<file path="src/rtl/adc_strobe_pkg.sv">
`timescale 1ns/1ps
package adc_strobe_pkg;

   typedef enum logic [1:0] {
      POL_INTR  = 2'd0,
      POL_EARLY = 2'd1,
      POL_PIPE  = 2'd2,
      POL_RSVD  = 2'd3
   } policy_e;

   typedef enum logic [2:0] {
      PH_IDLE,
      PH_SETUP,
      PH_WRITE,
      PH_DELAY,
      PH_WAIT,
      PH_READ,
      PH_HOLD,
      PH_RECOV
   } phase_e;

   // round a nanosecond figure up to whole clock cycles
   function automatic int ns_to_cycles(input int ns, input int period_ns);
      return (ns + period_ns - 1) / period_ns;
   endfunction

   function automatic int max2(input int a, input int b);
      return (a > b) ? a : b;
   endfunction

endpackage

</file>
<file path="src/rtl/adc_strobe_sync.sv">
`timescale 1ns/1ps
module adc_strobe_sync #(
   parameter int STAGES  = 2,
   parameter bit RST_VAL = 1'b1
) (
   input  logic clk,
   input  logic rst_n,
   input  logic d,
   output logic q
);

   logic [STAGES-1:0] chain;

   generate
      if (STAGES < 2) begin : g_bad_depth
         $error("adc_strobe_sync: STAGES must be at least 2");
      end
   endgenerate

   always_ff @(posedge clk or negedge rst_n) begin
      if (!rst_n) chain <= {STAGES{RST_VAL}};
      else        chain <= {chain[STAGES-2:0], d};
   end

   assign q = chain[STAGES-1];

endmodule

</file>
<file path="src/rtl/adc_strobe_timer.sv">
`timescale 1ns/1ps
module adc_strobe_timer #(
   parameter int W = 8
) (
   input  logic         clk,
   input  logic         rst_n,
   input  logic         load,
   input  logic [W-1:0] load_val,
   output logic         zero
);

   logic [W-1:0] cnt;

   always_ff @(posedge clk or negedge rst_n) begin
      if (!rst_n)            cnt <= '0;
      else if (load)         cnt <= load_val;
      else if (cnt != '0)    cnt <= cnt - 1'b1;
   end

   assign zero = (cnt == '0);

endmodule

</file>
<file path="src/rtl/adc_strobe_ctrl.sv">
`timescale 1ns/1ps
module adc_strobe_ctrl
   import adc_strobe_pkg::*;
#(
   parameter int CLK_NS          = 5,
   parameter int DATA_W          = 8,
   parameter int WR_MIN_NS       = 600,
   parameter int WR_MAX_NS       = 50000,
   parameter int RD_DELAY_NS     = 600,
   parameter int ACCESS_NS       = 250,
   parameter int RECOVER_NS      = 500,
   parameter int INT_TIMEOUT_CYC = 400,
   parameter int SYNC_STAGES     = 2
) (
   input  logic              clk,
   input  logic              rst_n,
   input  logic              req_start_i,
   input  logic [1:0]        req_policy_i,
   input  logic              adc_int_n_i,
   input  logic [DATA_W-1:0] adc_data_i,
   input  logic              adc_ovf_i,
   output logic              adc_cs_n_o,
   output logic              adc_wr_n_o,
   output logic              adc_rd_n_o,
   output logic              rsp_valid_o,
   output logic [DATA_W-1:0] rsp_data_o,
   output logic              rsp_ovf_o,
   output logic              rsp_prior_o,
   output logic              rsp_empty_o,
   output logic              rsp_err_o
);

   localparam int WR_CYC      = ns_to_cycles(WR_MIN_NS, CLK_NS);
   localparam int WR_MAX_CYC  = WR_MAX_NS / CLK_NS;
   localparam int DLY_CYC     = ns_to_cycles(RD_DELAY_NS, CLK_NS);
   localparam int ACC_CYC     = ns_to_cycles(ACCESS_NS, CLK_NS);
   localparam int REC_CYC     = ns_to_cycles(RECOVER_NS, CLK_NS);
   localparam int PIPE_REC    = DLY_CYC + REC_CYC;
   localparam int TMR_MAX     = max2(max2(WR_CYC, INT_TIMEOUT_CYC), max2(PIPE_REC, ACC_CYC));
   localparam int TW          = $clog2(TMR_MAX + 1);

   localparam logic [TW-1:0] LD_WR   = TW'(WR_CYC - 1);
   localparam logic [TW-1:0] LD_DLY  = TW'(DLY_CYC - 1);
   localparam logic [TW-1:0] LD_ACC  = TW'(ACC_CYC - 1);
   localparam logic [TW-1:0] LD_REC  = TW'(REC_CYC - 1);
   localparam logic [TW-1:0] LD_PREC = TW'(PIPE_REC - 1);
   localparam logic [TW-1:0] LD_TMO  = TW'(INT_TIMEOUT_CYC - 1);

   generate
      if (WR_CYC > WR_MAX_CYC) begin : g_bad_wr
         $error("adc_strobe_ctrl: minimum write width exceeds the maximum");
      end
      if (ACC_CYC > WR_CYC) begin : g_bad_acc
         $error("adc_strobe_ctrl: shared strobe shorter than data access time");
      end
      if (DLY_CYC < 1 || ACC_CYC < 1 || REC_CYC < 1 || INT_TIMEOUT_CYC < 1) begin : g_bad_min
         $error("adc_strobe_ctrl: every interval must be at least one cycle");
      end
   endgenerate

   phase_e          phase_q, phase_d;
   policy_e         pol_q;
   logic            tmr_load, tmr_zero;
   logic [TW-1:0]   tmr_val;
   logic            capture, timeout;
   logic            int_n_sync;
   logic            last_pipe_q;

   adc_strobe_sync #(.STAGES(SYNC_STAGES), .RST_VAL(1'b1)) u_int_sync (
      .clk   (clk),
      .rst_n (rst_n),
      .d     (adc_int_n_i),
      .q     (int_n_sync)
   );

   adc_strobe_timer #(.W(TW)) u_timer (
      .clk      (clk),
      .rst_n    (rst_n),
      .load     (tmr_load),
      .load_val (tmr_val),
      .zero     (tmr_zero)
   );

   always_comb begin
      phase_d  = phase_q;
      tmr_load = 1'b0;
      tmr_val  = '0;
      capture  = 1'b0;
      timeout  = 1'b0;
      unique case (phase_q)
         PH_IDLE:  if (req_start_i) phase_d = PH_SETUP;
         PH_SETUP: begin
            phase_d  = PH_WRITE;
            tmr_load = 1'b1;
            tmr_val  = LD_WR;
         end
         PH_WRITE: if (tmr_zero) begin
            if (pol_q == POL_PIPE) begin
               phase_d = PH_HOLD;
               capture = 1'b1;
            end else if (pol_q == POL_EARLY) begin
               phase_d  = PH_DELAY;
               tmr_load = 1'b1;
               tmr_val  = LD_DLY;
            end else begin
               phase_d  = PH_WAIT;
               tmr_load = 1'b1;
               tmr_val  = LD_TMO;
            end
         end
         PH_DELAY: if (tmr_zero) begin
            phase_d  = PH_READ;
            tmr_load = 1'b1;
            tmr_val  = LD_ACC;
         end
         PH_WAIT: begin
            if (!int_n_sync) begin
               phase_d  = PH_READ;
               tmr_load = 1'b1;
               tmr_val  = LD_ACC;
            end else if (tmr_zero) begin
               phase_d = PH_HOLD;
               timeout = 1'b1;
            end
         end
         PH_READ: if (tmr_zero) begin
            phase_d = PH_HOLD;
            capture = 1'b1;
         end
         PH_HOLD: begin
            phase_d  = PH_RECOV;
            tmr_load = 1'b1;
            tmr_val  = (pol_q == POL_PIPE) ? LD_PREC : LD_REC;
         end
         PH_RECOV: if (tmr_zero) phase_d = PH_IDLE;
         default:  phase_d = PH_IDLE;
      endcase
   end

   always_ff @(posedge clk or negedge rst_n) begin
      if (!rst_n) begin
         phase_q     <= PH_IDLE;
         pol_q       <= POL_INTR;
         last_pipe_q <= 1'b0;
         rsp_valid_o <= 1'b0;
         rsp_data_o  <= '0;
         rsp_ovf_o   <= 1'b0;
         rsp_prior_o <= 1'b0;
         rsp_empty_o <= 1'b0;
         rsp_err_o   <= 1'b0;
      end else begin
         phase_q     <= phase_d;
         rsp_valid_o <= 1'b0;
         if (phase_q == PH_IDLE && req_start_i)
            pol_q <= (policy_e'(req_policy_i) == POL_RSVD) ? POL_INTR : policy_e'(req_policy_i);
         if (capture) begin
            rsp_valid_o <= 1'b1;
            rsp_data_o  <= adc_data_i;
            rsp_ovf_o   <= adc_ovf_i;
            rsp_err_o   <= 1'b0;
            rsp_prior_o <= (pol_q == POL_PIPE);
            rsp_empty_o <= (pol_q == POL_PIPE) && !last_pipe_q;
            last_pipe_q <= (pol_q == POL_PIPE);
         end else if (timeout) begin
            rsp_valid_o <= 1'b1;
            rsp_data_o  <= '0;
            rsp_ovf_o   <= 1'b0;
            rsp_err_o   <= 1'b1;
            rsp_prior_o <= 1'b0;
            rsp_empty_o <= 1'b0;
            last_pipe_q <= 1'b0;
         end
      end
   end

   assign adc_cs_n_o = (phase_q == PH_IDLE) || (phase_q == PH_RECOV);
   assign adc_wr_n_o = (phase_q != PH_WRITE);
   assign adc_rd_n_o = !((phase_q == PH_READ) ||
                         (phase_q == PH_WRITE && pol_q == POL_PIPE));

endmodule

</file>
<file path="config.mk">
export PLATFORM = sky130hd
export DESIGN_NAME = adc_strobe_ctrl
export DESIGN_NICKNAME = d
export VERILOG_FILES = /design/src/rtl/adc_strobe_pkg.sv /design/src/rtl/adc_strobe_sync.sv /design/src/rtl/adc_strobe_timer.sv /design/src/rtl/adc_strobe_ctrl.sv
export SDC_FILE = /design/constraint.sdc
export NUM_CORES = 1
export LEC_CHECK = 0
export BUFFER_PORTS_ARGS = -buffer_cell sky130_fd_sc_hd__buf_4
export CORE_ASPECT_RATIO = 1.4
export CORE_MARGIN = 2
export CORE_UTILIZATION = 54
export DETAILED_ROUTE_END_ITERATION = 10
export PLACE_DENSITY = 0.78
export SLEW_MARGIN = 20
export SYNTH_ARGS = -nofsm -noshare
export SYNTH_HDL_FRONTEND = slang
export SYNTH_HIERARCHICAL = 1
export SYNTH_SLANG_ARGS = --single-unit
</file>
<file path="constraint.sdc">
create_clock -name clk -period 3.4 [get_ports clk]
set_input_delay 1.02 -clock clk [delete_from_list [all_inputs] [get_ports clk]]
set_output_delay 1.02 -clock clk [all_outputs]
set_load 0.03 [all_outputs]
</file>
* Yosys cells after proc, flatten, opt, wreduce, memory -nomap -nowiden
Index checks and enable logic that the tools add are counted.
** Word-level totals
- ROM bits :: 0
- Flip-flop bits (word level) :: 29
- Memory bits (writable) :: 0
- Memories kept :: 0
- Output and inout bits :: 16
- Bits in latches :: 0
- Input bits :: 15
- Logic and storage cells :: 79
** Cells by class
- Multiplexer cells :: 39
- $add $sub $neg :: 1
- Equal/unequal tests :: 15
- Bitwise operators :: 0
- Divide/modulo/power cells :: 0
- $mul :: 0
- Shifts and indexed selects :: 0
- Order comparisons :: 0
- Reductions and logical operators :: 14
** Operator list (number)
- $mux W9 :: 5
- $pmux W9 S5 :: 1
- $mux W3 :: 8
- $mux W8 :: 3
- $pmux W3 S8 :: 1
- $mux W1 :: 16
- $eq A3 B3 Y1 const B :: 4
- $mux W6 :: 2
- $logic_not A9 Y1 :: 1
- $reduce_bool A9 Y1 :: 1
- $sub A9 B1 Y9 const B :: 1
- $ne A2 B2 Y1 const B :: 4
- $eq A3 B2 Y1 const B :: 2
- $eq A2 B2 Y1 const B :: 2
- $pmux W1 S4 :: 1
- $reduce_and A4 Y1 :: 1
- $reduce_bool A2 Y1 :: 2
- $eq A3 B1 Y1 const B :: 1
- $logic_and A1 B1 Y1 :: 3
- $logic_not A3 Y1 :: 1
- $ne A3 B2 Y1 const B :: 1
- $eq A2 B1 Y1 const B :: 1
- $logic_not A1 Y1 :: 2
- $logic_or A1 B1 Y1 :: 2
- other kinds (3) :: 3

* Depth between registers and ports, before layout
Gate-level depths: netlist (run 1).
- Depth after elaboration :: 6
- Mapped depth :: 13
- Gate-level depth less buffers :: 11

* Hierarchy
Netlist (run 1), hierarchy kept.
** Modules (own cells, without submodules)
- adc_strobe_ctrl :: area an instance 1003.5 µm², instances 1, cells each 105, sequential area each 450.4 µm²
- adc_strobe_timer :: area an instance 534.3 µm², instances 1, cells each 57, sequential area each 225.2 µm²
- adc_strobe_sync :: area an instance 52.6 µm², instances 1, cells each 2, sequential area each 52.6 µm²

* Worst setup path after synthesis (run 1)
No wires, ideal clock.
- Path type :: reg2reg
- From :: register u_timer.cnt[0]
- To :: register u_timer.cnt[0]
- Arrival :: 2.741 ns
- Stages on the path, launching flop included :: 14
- Required time :: 3.306 ns
- Period minus slack after synthesis :: 2.835 ns
- Library setup time :: 0.094 ns
- Slack :: 0.565 ns
- Buffers on the path :: 4
- Cells stage by stage :: dfrtp_1 > inv_1 > ha_1 > or4b_1 > buf_2 > or2_4 > inv_1 > buf_2 > o21ai_1 > o21ai_1 > clkbuf_1 > clkbuf_1 > nor2_1 > a221oi_2
** Between the ends
- Cells in the longest elaborated chain, start to end :: 4
- Elaborated cells on any way between the ends :: 12
- Classes of those cells :: add/sub (1); mux (8); reduce/logical (3)
** Ends and longest elaborated chain
- start: declaration :: RTL line adc_strobe_timer.sv:12 : logic [W-1:0] cnt;
- start signal: assignment :: RTL line adc_strobe_timer.sv:16 : else if (load) cnt <= load_val;
- start signal: assignment :: RTL line adc_strobe_timer.sv:17 : else if (cnt != '0) cnt <= cnt - 1'b1;
- $logic_not A9 Y1 * :: RTL line adc_strobe_timer.sv:20 : assign zero = (cnt == '0);
- named net tmr_zero :: RTL line adc_strobe_ctrl.sv:63 : logic tmr_load, tmr_zero;
- $mux W1, on equally long branches :: RTL line adc_strobe_ctrl.sv:111, adc_strobe_ctrl.sv:97
- $pmux W1 S4 * :: RTL line adc_strobe_ctrl.sv:90 : unique case (phase_q)
- named net tmr_load :: RTL line adc_strobe_ctrl.sv:63
- $mux W9 / $reduce_bool A2 Y1 (equally long branches)
The timed path passes the listed nets; every way through them passes the cells marked *. The select of a mux whose other input is x is not followed.
A chain may end at the register's enable or synchronous reset.

* Final worst setup path (run 1)
- From :: register u_timer.cnt[0]
- To :: register u_timer.cnt[7]
Same word-level chain as after synthesis.

==> results.json, run 1 <==
{
  "rsz0062_at_grt": "false",
  "multiInputGateArea_um2": 758.2,
  "cellPowerDensity_nw_per_um2": 362.4,
  "yosysWarnings": 6,
  "fillers": 226,
  "synth_seq_area_share": 0.4579,
  "drv_cap": 0,
  "reg2reg_to": "u_timer/cnt[7]",
  "synthMuxAreaShare": 0.006294,
  "crit_arrival_ns": 3.23,
  "cts_resized": 0,
  "switching_share": 0.2141,
  "grt_pass1_wl_um": 6099,
  "pwr-share-comb": 0.050,
  "final_common_cell": "buf_4",
  "max_stage_delay_ns": 0.59,
  "hpwl_um": 2620,
  "ys_types": 49,
  "grt_max_degree": 30,
  "yosys.area_share.simple": 0.1825,
  "gr-total-overflow": 0,
  "synth_edf_count": 0,
  "vias": 1378,
  "slew_viol_final": 0,
  "r2r_cells": 10,
  "io_pins": 31,
  "synth_flop_cell": "dfrtp_1",
  "ir_drop_mv": 0.3208,
  "dpl_worst_slack_ns": 0.3801,
  "top_layer": "met4",
  "r2r_setup_slack_ns": 0.34,
  "clk_latency_ns": 0.29,
  "setup_tns_ns": 0,
  "n_antenna_cell": 0,
  "hold_violations": 0,
  "clock-sinks": 29,
  "layout_setup_ws_ns": 0.3406,
  "worst_pin_slew_ns": 0.7481,
  "worstSetupPathType": "reg2reg",
  "syn_area_per_cell_um2": 9.697,
  "crit_family": "simple AND/OR/NAND/NOR gates",
  "synthArstFlopShare": 1.000,
  "min_to": "u_int_sync/chain[1]",
  "p_leak_nw": 0.8912,
  "synth_fa_ha_area_frac": 0.03147,
  "cts_tree": "yes",
  "slew_headroom": 0.5012,
  "holdPathStages": 0,
  "vias_per_cell": 5.991,
  "critPathSlowestCell": "or4b_1",
  "final_antenna_net_count": 0,
  "wl_met2_um": 1964,
  "startpoint_type": "flip-flop",
  "synth_xor_xnor_area_share": 0.01652,
  "final_cell_mix": "buf_4 (32), dfrtp_1 (27), inv_1 (11), nand2_1 (11), nor2_1 (11)",
  "syn_inst": 164,
  "drtIter0Drc": 34,
  "syn_nets": 183,
  "setup_viol": 0,
  "drc": 0,
  "die_h_um": 68.21,
  "coreArea_um2": 2849,
  "worst-path-max-fanout": 8,
  "area_growth_pct": 20.93,
  "final_cells": 230,
  "synth_compound_area_frac": 0.2400,
  "drt-pass1-iter-count": 4,
  "p_switching_uw": 149.2,
  "port_buffers": 30,
  "utilization": 0.6750,
  "die_x_um": 49.87,
  "cts_root_buf": "clkbuf_8",
  "grt_pass1_vias": 1390,
  "fp-row-count": 23,
  "initial_core_util": 0.5582,
  "path_depth": 10,
  "fmax_mhz": 326.9,
  "htreeDepth": 2,
  "synth_seq_cells": 29,
  "syn-cell-area_um2": 1590,
  "clk_path_buf_depth": 2,
  "status": "finished, final reports clean",
  "intPower_uw": 547.6,
  "post_cts_buffers": 0,
  "synth_top_family_by_area": "compound AO/OA/AOI/OAI gates",
  "hp-start": "u_int_sync/chain[0]",
  "gp_congestion": 0.8310,
  "route.met3.wl_um": 178,
  "cp_data_required_time_ns": 3.57,
  "drive_gt1_frac": 0.2694,
  "numCtsBuffers": 5,
  "synth_largest_area_cell": "dfrtp_1",
  "period_minus_slack_ns": 3.059,
  "min_path_type": "reg2reg",
  "synth_top_area_frac": 0.4249,
  "wl_per_cell_um": 15.84,
  "fin_nets": 211,
  "die-area_um2": 3401,
  "crit_buf_inv": 3,
  "fin_crit_sh": 0.8998,
  "finalWirelength_um": 3643,
  "crit_top_cell": "inv_1",
  "cp_cell_sequence": "inv_1, ha_1, or4b_1, or2_4, inv_1, o21ai_1, o21ai_1, inv_1, o311a_1, a221o_1",
  "hold_buffers": 0,
  "p_seq_frac": 0.503,
  "ff_latch_area_um2": 728.2,
  "dp_cells": 222,
  "path_clk_slew_ns": 0.06,
  "synth_area_leaders": "dfrtp_1 (42%), a22o_1 (5.5%), dfstp_2 (3.3%)",
  "holdWs_ns": 0.3571,
  "critPathCaptureType": "flip-flop",
  "p_clk_frac": 0.447,
  "wl_met1_um": 1399,
  "grt_usage": 0.2451,
  "finalClockSkew_ns": 0.005902,
  "r2r-start": "u_timer/cnt[0]",
  "antenna_found_initial": 0
}
[synth_stat cells (4+ instances only)]
| cell type | instances |
|---|---|
| nand2_1 | 11 |
| ha_1 | 4 |
| inv_1 | 11 |
| clkbuf_1 | 4 |
| a21oi_1 | 9 |
| buf_2 | 5 |
| o21ai_1 | 4 |
| dfrtp_1 | 27 |
| o31ai_1 | 5 |
| o21ai_0 | 6 |
| nor3_1 | 4 |
| nor2_1 | 11 |
| a22o_1 | 10 |
[through the flow]
step                      instance area, um2  power (mW)
final                                   1923      0.6968
after global routing                    1923      0.7222
after CTS                               1923      0.7025
after detailed placement                1822      0.3921
after global placement                  1822      0.3909
after floorplan                         1590      0.3679
[worst max-delay path by stage]
stage / start / endpoint / slack [ns]
floorplan: u_timer/cnt[0] / u_timer/cnt[0] / 0.56
global placement: u_timer/cnt[0] / u_timer/cnt[1] / 0.56
detailed placement: u_timer/cnt[0] / u_timer/cnt[7] / 0.38
CTS: u_timer/cnt[0] / u_timer/cnt[7] / 0.35
global route: u_timer/cnt[0] / u_timer/cnt[1] / 0.10
finish: u_timer/cnt[0] / u_timer/cnt[7] / 0.34
[routing by layer]
| layer | vias up | global-route usage |
|---|---|---|
| li1 | 652 | - |
| met4 | 0 | 0.1424 |
| met1 | 656 | 0.2675 |
| met5 | - | 0 |
| met3 | 14 | 0.06114 |
| met2 | 56 | 0.4333 |
[power groups by stage]
stage          sequential (mW)  combinational, mW  clock [mW]
3_5_place_dp             0.357             0.0352           0
4_1_cts                  0.351             0.0355       0.316
5_1_grt                  0.351             0.0387       0.333
3_3_place_gp             0.357             0.0342           0
6_report                 0.351             0.0347       0.311
2_1_floorplan            0.356             0.0115           0
[logic make-up (layout without fill, tap and decap cells)]
group | after synthesis | count (layout)
muxes | 1 | 1
xor gates and xnor gates | 3 | 3
buffers and inverters | 24 | 53
and+or+nand+nor | 51 | 51
adders and majority gates | 4 | 4
DFF | 29 | 29
AOI/OAI and AO/OA | 52 | 52
[worst register-to-register path, delay by kind of cell, from the launching register on]
kind,cells,cell delay [ns]
adder cells (fa/ha/maj),1,0.22
flip-flops,1,0.40
buffers and inverters,3,0.51
AND/OR/NAND/NOR,2,0.91
AO/OA/AOI/OAI,4,0.91
[area by class of cell]
type	count	share of cell area
Multi-Input combinational cell	111	0.3943
Sequential cell	29	0.3787
Timing Repair Buffer	32	0.1249
Clock buffer	7	0.05010
Inverter	13	0.02537
Tap cell	37	0.02407
Clock inverter	1	0.002602
[flip-flops by register name (all words and copies together), names as in the netlist]
register          cells
last_pipe_q           1
pol_q                 2
rsp_err_o             1
u_timer/cnt           9
phase_q               3
rsp_valid_o           1
rsp_empty_o           1
u_int_sync/chain      2
rsp_ovf_o             1
rsp_data_o            8
No activity file was read; power rests on OpenSTA's default activity.
==> run 2: changes to the inputs <==
CELL_PAD_IN_SITES_DETAIL_PLACEMENT = 1   (was not set)
CELL_PAD_IN_SITES_GLOBAL_PLACEMENT = 2   (was not set)
CORE_UTILIZATION = 33   (was 54)
PLACE_DENSITY = not set   (was 0.78)
PLACE_DENSITY_LB_ADDON = 0.1   (was not set)
RECOVER_POWER = 100   (was not set)
==> results.json, run 2 (synthesized netlist as in run 1, its figures left out) <==
{
  "status": "complete, but fails checks",
  "violations": "capacitance limit, slew limit",
  "finalClockSkew_ns": 0.005416,
  "setup_tns_ns": 0,
  "clk_latency_ns": 0.27,
  "crit_arrival_ns": 3.23,
  "die-area_um2": 5398,
  "die_h_um": 86.14,
  "startpoint_type": "flip-flop",
  "top_register": "u_timer/cnt",
  "largest_reg_flops": 9,
  "hold_violations": 0,
  "drt-pass1-iter-count": 3,
  "cts_root_buf": "clkbuf_8",
  "vias": 1350,
  "slew_headroom": -0.05334,
  "min_path_type": "reg2reg",
  "holdPathStages": 0,
  "n_antenna_cell": 0,
  "r2r_cells": 11,
  "htreeDepth": 2,
  "port_buffers": 30,
  "cts_resized": 0,
  "reg_top3": "u_timer/cnt (9), rsp_data_o (8), phase_q (3)",
  "die_x_um": 62.67,
  "grt_usage": 0.1644,
  "multiInputGateArea_um2": 738.2,
  "fin_crit_sh": 0.9044,
  "cp_cell_sequence": "inv_1, ha_1, or4b_1, or2_0, inv_1, o21ai_0, o21ai_0, buf_4, inv_1, o311a_1, a221o_1",
  "worst_pin_slew_ns": 1.580,
  "fp-row-count": 29,
  "cp_data_required_time_ns": 3.56,
  "fmax_mhz": 325.2,
  "p_leak_nw": 0.8114,
  "numCtsBuffers": 5,
  "ir_drop_mv": 0.1642,
  "gr-total-overflow": 0,
  "setup_viol": 0,
  "post_cts_buffers": 0,
  "finalWirelength_um": 4148,
  "drtIter0Drc": 48,
  "final_cells": 256,
  "crit_top_cell": "inv_1",
  "vias_per_cell": 5.273,
  "grt_pass1_vias": 1482,
  "drv_cap": 1,
  "path_clk_slew_ns": 0.06,
  "fillers": 565,
  "utilization": 0.4072,
  "path_depth": 11,
  "area_growth_pct": 17.07,
  "dpl_worst_slack_ns": 0.3961,
  "hold_buffers": 0,
  "grt_pass1_wl_um": 6982,
  "final_antenna_net_count": 0,
  "dp_cells": 248,
  "max_stage_delay_ns": 0.57,
  "wl_per_cell_um": 16.20,
  "layout_setup_ws_ns": 0.3249,
  "worstSetupPathType": "reg2reg",
  "grt_max_degree": 30,
  "worst-path-max-fanout": 16,
  "critPathCaptureType": "flip-flop",
  "cellPowerDensity_nw_per_um2": 349.7,
  "final_cell_mix": "dfrtp_1 (27), clkbuf_1 (18), buf_4 (16)",
  "ff_latch_area_um2": 728.2,
  "critPathSlowestCell": "or4b_1",
  "gp_congestion": 0.7632,
  "crit_buf_inv": 4,
  "period_minus_slack_ns": 3.075,
  "antenna_found_initial": 0,
  "clock-sinks": 29,
  "cts_tree": "yes",
  "fin_nets": 212,
  "drc": 0,
  "initial_core_util": 0.3478,
  "drive_gt1_frac": 0.1546,
  "final_common_cell": "dfrtp_1",
  "coreArea_um2": 4572,
  "io_pins": 31,
  "clk_path_buf_depth": 2,
  "hpwl_um": 3176,
  "slew_viol_final": 30,
  "crit_family": "simple AND/OR/NAND/NOR gates",
  "rsz0062_at_grt": "false"
}
==> run 2: cell count changes in the layout (fill, tap and decap cells not counted), sizes merged <==
| cell | delta |
|---|---|
| clkbuf | +17 |
| buf | -16 |
==> run 2: path summary, 6_finish.rpt <==
| path | start | end | slack, ns |
|---|---|---|---|
| max reg2reg | u_timer/cnt[0] | u_timer/cnt[7] | 0.32 |
| min reg2reg | u_int_sync/chain[0] | u_int_sync/chain[1] | 0.36 |
| max in group asynchronous | rst_n | u_timer/cnt[1] | 1.35 |
| max | u_timer/cnt[0] | u_timer/cnt[7] | 0.32 |
| min in group asynchronous | rst_n | rsp_data_o[1] | 1.13 |
| min | u_int_sync/chain[0] | u_int_sync/chain[1] | 0.36 |
==> run 2: metrics by stage <==
stage / instance area, um2 / hold slack, ns / power [mW]
global route: 1862 / 0.3584 / 0.6800
global placement: 1861 / 0.3460 / 0.3926
detailed placement: 1861 / 0.3479 / 0.3933
finish: 1862 / 0.3552 / 0.6511
CTS: 1942 / 0.3567 / 0.6640
floorplan: 1590 / 0.3452 / 0.3679
==> run 2: worst reg2reg max path, cell delays in order (launching register included) <==
cell	delay, ns
dfrtp_1	0.41
inv_1	0.10
ha_1	0.21
or4b_1	0.57
or2_0	0.33
inv_1	0.24
o21ai_0	0.15
o21ai_0	0.16
buf_4	0.23
inv_1	0.16
o311a_1	0.16
a221o_1	0.26
==> run 2: power by group <==
part,total (mW),switching [mW],leakage (nW),internal (mW)
Sequential,0.351,0.00174,0.368,0.349
Combinational,0.0336,0.0187,0.402,0.0149
Clock,0.267,0.124,0.0422,0.143
==> run 2: layout make-up <==
cell class | count | share of cell area
Multi-Input combinational cell | 111 | 0.3965
Sequential cell | 29 | 0.3911
Timing Repair Buffer | 33 | 0.1008
Tap cell | 62 | 0.04167
Clock buffer | 7 | 0.04099
Inverter | 13 | 0.02621
Clock inverter | 1 | 0.002688
==> run 2: per-layer routing <==
metal | global-route usage | up-vias | share of wire
li1 | - | 653 | -
met1 | 0.1827 | 663 | 0.41
met2 | 0.3011 | 24 | 0.54
met3 | 0.03412 | 10 | 0.027
met4 | 0.07273 | 0 | 0.029
met5 | 0 | - | 0
==> run 3: changes to the inputs <==
MAX_ROUTING_LAYER = met4   (was not set)
==> results.json, run 3 (synthesized netlist as in run 1, its figures left out) <==
{
  "status": "complete, but fails checks",
  "violations": "capacitance limit, slew limit",
  "grt_max_degree": 30,
  "final_antenna_net_count": 0,
  "clk_latency_ns": 0.27,
  "grt_pass1_wl_um": 6996,
  "drc": 0,
  "slew_viol_final": 30,
  "setup_viol": 0,
  "ir_drop_mv": 0.1627,
  "cts_tree": "yes",
  "finalClockSkew_ns": 0.005591,
  "slew_headroom": -0.05171,
  "clk_path_buf_depth": 2,
  "min_to": "u_int_sync/chain[1]",
  "die_x_um": 62.67,
  "cts_resized": 0,
  "drv_cap": 1,
  "final_area_um2": 1862,
  "fin_nets": 212,
  "min_path_type": "reg2reg",
  "holdPathStages": 0,
  "rsz0062_at_grt": "false",
  "die-area_um2": 5398,
  "n_antenna_cell": 0,
  "gp_congestion": 0.7733,
  "vias_per_cell": 5.246,
  "worst_pin_slew_ns": 1.578,
  "cellPowerDensity_nw_per_um2": 349.5,
  "cp_data_required_time_ns": 3.56,
  "hold_violations": 0,
  "htreeDepth": 2,
  "cts_root_buf": "clkbuf_8",
  "worst-path-max-fanout": 16,
  "io_pins": 31,
  "r2r_cells": 11,
  "initial_core_util": 0.3478,
  "numCtsBuffers": 5,
  "coreArea_um2": 4572,
  "setup_tns_ns": 0,
  "reg_top3": "u_timer/cnt (9), rsp_data_o (8), phase_q (3)",
  "power_uw": 650.7,
  "crit_arrival_ns": 3.24,
  "finalWirelength_um": 4156,
  "final_cell_mix": "dfrtp_1 (27), clkbuf_1 (18), buf_4 (16)",
  "area_growth_pct": 17.07,
  "critPathCaptureType": "flip-flop",
  "fin_crit_sh": 0.9059,
  "period_minus_slack_ns": 3.080,
  "r2r_setup_slack_ns": 0.32,
  "worstSetupPathType": "reg2reg",
  "fillers": 565,
  "reg2reg_to": "u_timer/cnt[7]",
  "top_register": "u_timer/cnt",
  "largest_reg_flops": 9,
  "hpwl_um": 3176,
  "drt-pass1-iter-count": 4,
  "grt_usage": 0.1696,
  "wl_per_cell_um": 16.23,
  "r2r-start": "u_timer/cnt[0]",
  "gr-total-overflow": 0,
  "fp-row-count": 29,
  "dpl_cell_area_um2": 1861,
  "hold_buffers": 0,
  "antenna_found_initial": 0,
  "clock-sinks": 29,
  "fmax_mhz": 324.7,
  "p_leak_nw": 0.8114,
  "drtIter0Drc": 45,
  "startpoint_type": "flip-flop",
  "grt_pass1_vias": 1466,
  "final_common_cell": "dfrtp_1",
  "vias": 1343,
  "hp-start": "u_int_sync/chain[0]",
  "drive_gt1_frac": 0.1546,
  "path_clk_slew_ns": 0.06,
  "die_h_um": 86.14,
  "post_cts_buffers": 0,
  "port_buffers": 30,
  "holdWs_ns": 0.3558
}
-- run 3: per-stage QoR --
| stage | setup slack (ns) | cells | utilization |
|---|---|---|---|
| after floorplan | 0.5648 | 164 | - |
| after global placement | 0.5201 | 248 | 0.4070 |
| after detailed placement | 0.3961 | 248 | 0.4070 |
| after CTS | 0.3593 | 256 | 0.4247 |
| after global routing | 0.1177 | 256 | 0.4072 |
| final | 0.3200 | 256 | 0.4072 |
-- run 3: worst max-delay path by stage --
| stage | from | endpoint | slack (ns) |
|---|---|---|---|
| 5_1_grt | u_timer/cnt[0] | u_timer/cnt[1] | 0.12 |
| 3_3_place_gp | u_timer/cnt[0] | u_timer/cnt[1] | 0.52 |
| 3_5_place_dp | u_timer/cnt[0] | u_timer/cnt[1] | 0.40 |
| 6_report | u_timer/cnt[0] | u_timer/cnt[7] | 0.32 |
| 4_1_cts | u_timer/cnt[0] | u_timer/cnt[1] | 0.36 |
| 2_1_floorplan | u_timer/cnt[0] | u_timer/cnt[0] | 0.56 |
-- run 3: critical path, cell delays in order (launching register included) --
cell     delay [ns]
dfrtp_1        0.41
inv_1          0.10
ha_1           0.21
or4b_1         0.57
or2_0          0.33
inv_1          0.24
o21ai_0        0.14
o21ai_0        0.16
buf_4          0.23
inv_1          0.15
o311a_1        0.16
a221o_1        0.26
-- run 3: area by class of cell --
cell class,count,area [um2],area share
Timing Repair Buffer,33,187.7,0.1008
Multi-Input combinational cell,111,738.2,0.3965
Inverter,13,48.80,0.02621
Clock buffer,7,76.32,0.04099
Clock inverter,1,5.005,0.002688
Sequential cell,29,728.2,0.3911
Tap cell,62,77.57,0.04167
-- run 3: where the power goes --
| part | leakage, nW | switching (mW) | total, mW | internal (mW) |
|---|---|---|---|---|
| Sequential | 0.368 | 0.00175 | 0.351 | 0.349 |
| Clock | 0.0422 | 0.123 | 0.266 | 0.143 |
| Combinational | 0.402 | 0.0186 | 0.0336 | 0.0149 |
-- run 3: metal layers --
layer  global-route usage  wire length, um
met5                    -                0
met4              0.06263               91
met1               0.1844             1686
met3              0.03281              107
met2               0.3060             2271
